<file path="config.mk">
export PLATFORM = sky130hd
export DESIGN_NAME = opstate_ctrl
export DESIGN_NICKNAME = d
export VERILOG_FILES = /design/src/rtl/opstate_pkg.sv /design/src/rtl/opstate_rst_sync.sv /design/src/rtl/opstate_settle.sv /design/src/rtl/opstate_warmup.sv /design/src/rtl/opstate_core.sv /design/src/rtl/opstate_ctrl.sv
export SDC_FILE = /design/constraint.sdc
export NUM_CORES = 1
export LEC_CHECK = 0
export BUFFER_PORTS_ARGS = -buffer_cell sky130_fd_sc_hd__buf_2
export CORE_MARGIN = 5
export CORE_UTILIZATION = 45
export DETAILED_ROUTE_END_ITERATION = 16
export PLACE_DENSITY = 0.8
export RECOVER_POWER = 25
export SETUP_SLACK_MARGIN = 0.3
export SKIP_LAST_GASP = 1
export SYNTH_ARGS = -nofsm -noshare
export SYNTH_HDL_FRONTEND = slang
export SYNTH_HIERARCHICAL = 1
export SYNTH_SLANG_ARGS = --single-unit
</file>
<file path="constraint.sdc">
create_clock -name clk -period 1.9 [get_ports clk]
set_input_delay 0.285 -clock clk [delete_from_list [all_inputs] [get_ports clk]]
set_output_delay 0.285 -clock clk [all_outputs]
set_load 0.05 [all_outputs]
</file>
<file path="src/rtl/opstate_pkg.sv">
package opstate_pkg;

  typedef enum logic [1:0] {
    OPS_IDLE = 2'd0,
    OPS_RUN  = 2'd1,
    OPS_RSVD = 2'd2,
    OPS_HOLD = 2'd3
  } ops_e;

  localparam int unsigned STAT_ST_LSB  = 0;
  localparam int unsigned STAT_SET_BIT = 2;
  localparam int unsigned STAT_GEN_BIT = 4;

  // Legal transitions: idle and run from anywhere, hold only from run.
  function automatic logic req_legal(input ops_e req, input ops_e cur);
    logic ok;
    case (req)
      OPS_IDLE: ok = 1'b1;
      OPS_RUN:  ok = 1'b1;
      OPS_HOLD: ok = (cur == OPS_RUN);
      default:  ok = 1'b0;
    endcase
    return ok;
  endfunction

endpackage

</file>
<file path="src/rtl/opstate_rst_sync.sv">
module opstate_rst_sync #(
  parameter int unsigned STAGES = 2
) (
  input  logic clk,
  input  logic rst_n,
  output logic rst_n_sync
);
  logic [STAGES-1:0] chain_q;
  logic [STAGES-1:0] chain_d;

  always_comb begin
    chain_d = {chain_q[STAGES-2:0], 1'b1};
  end

  always_ff @(posedge clk or negedge rst_n) begin
    if (!rst_n) chain_q <= '0;
    else        chain_q <= chain_d;
  end

  assign rst_n_sync = chain_q[STAGES-1];
endmodule

</file>
<file path="src/rtl/opstate_settle.sv">
module opstate_settle #(
  parameter int unsigned SETTLE_CYC = 4
) (
  input  logic clk,
  input  logic rst_n,
  input  logic load,
  output logic stable
);
  generate
    if (SETTLE_CYC == 0) begin : g_none
      assign stable = 1'b1;
    end else begin : g_cnt
      localparam int unsigned CW = $clog2(SETTLE_CYC + 1);
      localparam logic [CW-1:0] LOAD_V = CW'(SETTLE_CYC);
      logic [CW-1:0] cnt_q;
      logic [CW-1:0] cnt_d;
      logic          cnt_en;

      always_comb begin
        cnt_en = load || (cnt_q != '0);
        if (load) cnt_d = LOAD_V;
        else      cnt_d = cnt_q - CW'(1);
      end

      always_ff @(posedge clk or negedge rst_n) begin
        if (!rst_n)      cnt_q <= '0;
        else if (cnt_en) cnt_q <= cnt_d;
      end

      assign stable = (cnt_q == '0);
    end
  endgenerate
endmodule

</file>
<file path="src/rtl/opstate_warmup.sv">
module opstate_warmup #(
  parameter int unsigned WARM_CYC = 8
) (
  input  logic clk,
  input  logic rst_n,
  input  logic restart,
  output logic ready
);
  generate
    if (WARM_CYC == 0) begin : g_none
      assign ready = 1'b1;
    end else begin : g_cnt
      localparam int unsigned WW = $clog2(WARM_CYC + 1);
      localparam logic [WW-1:0] DONE_V = WW'(WARM_CYC);
      logic [WW-1:0] w_q;
      logic [WW-1:0] w_d;
      logic          w_en;

      always_comb begin
        w_en = restart || (w_q != DONE_V);
        if (restart) w_d = '0;
        else         w_d = w_q + WW'(1);
      end

      always_ff @(posedge clk or negedge rst_n) begin
        if (!rst_n)    w_q <= '0;
        else if (w_en) w_q <= w_d;
      end

      assign ready = (w_q == DONE_V);
    end
  endgenerate
endmodule

</file>
<file path="src/rtl/opstate_core.sv">
module opstate_core
  import opstate_pkg::*;
(
  input  logic       clk,
  input  logic       rst_n,
  input  logic       req_we,
  input  logic [1:0] req_state,
  input  logic       soft_rst,
  input  logic       stable,
  output ops_e       cur_state,
  output logic       settle_load,
  output logic       clr_pulse
);
  ops_e req_e;
  ops_e st_q;
  ops_e st_d;
  logic st_en;
  logic take_wr;
  logic clr_d;
  logic clr_q;

  always_comb begin
    req_e   = ops_e'(req_state);
    take_wr = req_we && stable && !soft_rst && req_legal(req_e, st_q);
    st_en   = soft_rst || take_wr;
    if (soft_rst) st_d = OPS_IDLE;
    else          st_d = req_e;
    clr_d       = soft_rst || (take_wr && (req_e == OPS_IDLE));
    settle_load = st_en;
  end

  always_ff @(posedge clk or negedge rst_n) begin
    if (!rst_n)     st_q <= OPS_IDLE;
    else if (st_en) st_q <= st_d;
  end

  always_ff @(posedge clk or negedge rst_n) begin
    if (!rst_n) clr_q <= 1'b0;
    else        clr_q <= clr_d;
  end

  assign cur_state = st_q;
  assign clr_pulse = clr_q;
endmodule

</file>
<file path="src/rtl/opstate_ctrl.sv">
module opstate_ctrl
  import opstate_pkg::*;
#(
  parameter int unsigned SETTLE_CYC = 4,
  parameter int unsigned WARM_CYC   = 8,
  parameter int unsigned STAT_W     = 8
) (
  input  logic              clk,
  input  logic              rst_n,
  input  logic              req_we,
  input  logic [1:0]        req_state,
  input  logic              soft_rst,
  output logic [STAT_W-1:0] stat_word,
  output logic              xfer_en,
  output logic              hold_q,
  output logic              clr_pulse
);
  logic rst_n_int;
  logic stable;
  logic gen_rdy;
  logic settle_load;
  ops_e cur_state;

  opstate_rst_sync #(.STAGES(2)) u_sync (
    .clk        (clk),
    .rst_n      (rst_n),
    .rst_n_sync (rst_n_int)
  );

  opstate_core u_core (
    .clk         (clk),
    .rst_n       (rst_n_int),
    .req_we      (req_we),
    .req_state   (req_state),
    .soft_rst    (soft_rst),
    .stable      (stable),
    .cur_state   (cur_state),
    .settle_load (settle_load),
    .clr_pulse   (clr_pulse)
  );

  opstate_settle #(.SETTLE_CYC(SETTLE_CYC)) u_settle (
    .clk    (clk),
    .rst_n  (rst_n_int),
    .load   (settle_load),
    .stable (stable)
  );

  opstate_warmup #(.WARM_CYC(WARM_CYC)) u_warm (
    .clk     (clk),
    .rst_n   (rst_n_int),
    .restart (soft_rst),
    .ready   (gen_rdy)
  );

  always_comb begin
    stat_word = '0;
    stat_word[STAT_ST_LSB +: 2] = cur_state;
    stat_word[STAT_SET_BIT]     = stable;
    stat_word[STAT_GEN_BIT]     = gen_rdy;
    xfer_en = (cur_state == OPS_RUN) && stable && gen_rdy;
    hold_q  = (cur_state == OPS_HOLD);
  end
endmodule

</file>
==> impl_metrics.ini <==
[status]
status = finished, final reports clean

[clocking]
cts_tree = built
cts_inserted_buffers = 3
cts_root_buf = clkbuf_4
clock_sinks = 12
clk_pin_slew_ps = 70
clkLatencyLatePin_ps = 270
h-tree-depth = 1
cts_buffer_depth = 2

[critical_path]
critPathLaunchType = flip-flop
crit_buf_inv = 3
rr_worst_depth = 9
worstPathArrival_ps = 1960
end_kind = flip-flop
path_delay_family = flip-flops
max_stage_delay_ps = 400
path_cells = inv_2, ha_4, nor2b_4, buf_6, buf_4, nand3b_1, o211ai_1, nor2b_1, mux2_4
cp.depth = 9
required_ps = 2060
critical_path_class = reg -> reg
slowest_stage = dfrtp_1
cp_max_fo = 5

[hold_path]
worstHoldPathType = reg -> async

[yosys]
synth_xor_xnor_area_share_pct = 2.59
synth_cells = 62
synth_area_leaders = dfrtp_1 (44%), ha_1 (7.4%), buf_4 (6.7%)
ys_seq_area_share_pct = 44.4
yosys.area_share.simple_pct = 20.4
ys.flop_type = dfrtp_1
synth_top_cell_area_share_pct = 44.4
synth_top_family_by_area = simple AND/OR/NAND/NOR gates
syn_area_per_cell_sq_um = 10.9
synth.ff_latch_count = 12
synth_edf_count = 0
synth_top_area_cell = dfrtp_1
syn_area_sq_um = 676
async_flop_share_pct = 100
yosysMostFrequentCell = dfrtp_1
synth_warnings = 6
synthDistinctLibCells = 27
synthMuxAreaShare_pct = 6.67
synth_compound_area_share_pct = 6.85
synthAdderAreaFrac_pct = 7.41
synth_commonest_cells = dfrtp_1 (12), inv_1 (7), buf_4 (6), nor2_1 (6), ha_1 (4)

[place]
port_buffers = 12
routabilityCongestion = 0.797
detailed_place_hpwl_um = 877

[floorplanning]
start_util_pct = 45.9
die_h_um = 48.8
ioPinCount = 17
die_w_um = 48.8
die_area_sq_um = 2380
core_sq_um = 1470
num_rows = 14

[cells_and_area]
diodes = 0
nFillCells = 122
syn_to_final_growth_pct = 33.7
final-seq-area_sq_um = 300
nets = 101
drive_gt1_share_pct = 41.6
multi_input_area_sq_um = 330

[route]
drc = 0
dr.pass1.iters = 4
wl_um = 1410
detail-route-antenna-nets = 0
drtIter0Drc = 12
num_vias = 552
post_drt_wl_per_cell_um = 13.4
vias_per_cell = 5.26

[power]
pwr_density_cell_nw_per_um2 = 1070
max-vdd-ir-drop_v = 0.000714
p_total_uw = 968
p_leak_nw = 0.478

[grt]
grt_pass1_wl_um = 1990
grt_pass1_vias = 489
antenna_found_initial = 0
grt_max_degree = 11
grt_usage_pct = 10.2
globalRouteOverflowTotal = 0

[sta]
min_period_ps = 1810
fin_crit_sh_pct = 95.2
hold_viol = 0
rsz0062_at_grt = true
finalMaxSlewViolations = 0
setup-violations-final = 0
fin_tns_setup_ps = 0
fmax_mhz = 553
skew_ps = 6.66

[job]
maxCapViolCount = 0
==> cells in the final DEF (no fill, tap or decap) <==
master and instances:
o21ai_0 1, mux2_4 1, xnor2_1 1, nand4_1 1, nand3b_4 1, a211o_1 1, and4b_1 1, a211oi_2 1
buf_4 12, and2_2 1, dfrtp_1 12, a21oi_1 1, o31ai_1 1, dlygate4sd3_1 1, nand3b_1 1, nand4bb_1 1
ha_1 2, nor2b_1 2, o211ai_1 1, inv_2 2, nor2b_4 1, buf_8 1, buf_6 4, clkbuf_1 1
nand3_1 1, clkbuf_4 3, ha_2 1, xor2_1 1, ha_4 1, nor2_1 6, inv_1 5, buf_2 8
mux2i_1 3, and3b_1 1, nand2b_1 2, conb_1 5
==> routing by layer <==
layer / up-vias / global-route usage [%] / part of all wire, %
met5: - / 0 / 0
li1: 253 / - / -
met1: 266 / 11.8 / 41
met4: 0 / 4.04 / 1.1
met3: 4 / 2.45 / 8.2
met2: 29 / 17.8 / 49
==> flip-flops by register name (all words and copies together) (netlist names) <==
name                  flops
u_core/clr_pulse          1
u_core/cur_state          2
u_warm/g_cnt.w_q          4
u_settle/g_cnt.cnt_q      3
u_sync/chain_q            2
==> power by group <==
| group | internal, mW | leakage, nW | switching [mW] |
|---|---|---|---|
| combinational | 0.271 | 0.312 | 0.221 |
| clock | 0.0732 | 0.0138 | 0.0739 |
| sequential | 0.292 | 0.152 | 0.0373 |
| total | 0.636 | 0.478 | 0.332 |
==> final timing paths <==
check / start / endpoint / slack, ps
max: u_settle/g_cnt.cnt_q[1] / u_settle/g_cnt.cnt_q[0] / 90
min in group clk: req_state[0] / u_core/clr_pulse / 240
min: u_sync/chain_q[1] / u_warm/g_cnt.w_q[0] / 160
max in group asynchronous: u_sync/chain_q[1] / u_settle/g_cnt.cnt_q[1] / 1450
min reg2reg: u_sync/chain_q[1] / u_warm/g_cnt.w_q[0] / 160
max reg2reg: u_settle/g_cnt.cnt_q[1] / u_settle/g_cnt.cnt_q[0] / 90
==> area by class of cell <==
class	instances	share of cell area (%)
Timing Repair Buffer	27	22.6
Clock buffer	3	2.49
Multi-Input combinational cell	40	36.6
Inverter	7	2.91
Sequential cell	12	33.2
Tap cell	16	2.22
==> what timing repair did <==
action | CTS | global route
endpoints found under the setup margin | 6 | 6
hold endpoints to repair | 2 | 0
hold buffers | 1 | 0
buffers inserted | 7 | 6
resized for setup | 9 | 6
pin swaps | 3 | 1
==> cell families (layout without fill, tap and decap cells) <==
| group | count (synthesis) | in the layout |
|---|---|---|
| AND/OR/NAND/NOR | 19 | 19 |
| adder cells (fa/ha/maj) | 4 | 4 |
| buffers and inverters | 13 | 37 |
| flip-flops | 12 | 12 |
| XOR/XNOR | 2 | 2 |
| other | 2 | 5 |
| multiplexers | 4 | 4 |
| AO/OA/AOI/OAI | 6 | 6 |
==> through the flow <==
stage | setup slack [ps] | hold slack, ps | instances | util (%) | instance area [sq um]
CTS | 132 | 164 | 99 | 57.2 | 842
floorplan | 201 | -10.6 | 65 | - | 687
detailed placement | 119 | 70.2 | 88 | 49.6 | 729
finish | 91.8 | 158 | 105 | 61.4 | 903
global placement | 192 | 69.4 | 88 | 49.6 | 729
global route | 43.5 | 189 | 105 | 61.4 | 903
No activity file was read; power rests on OpenSTA's default activity.
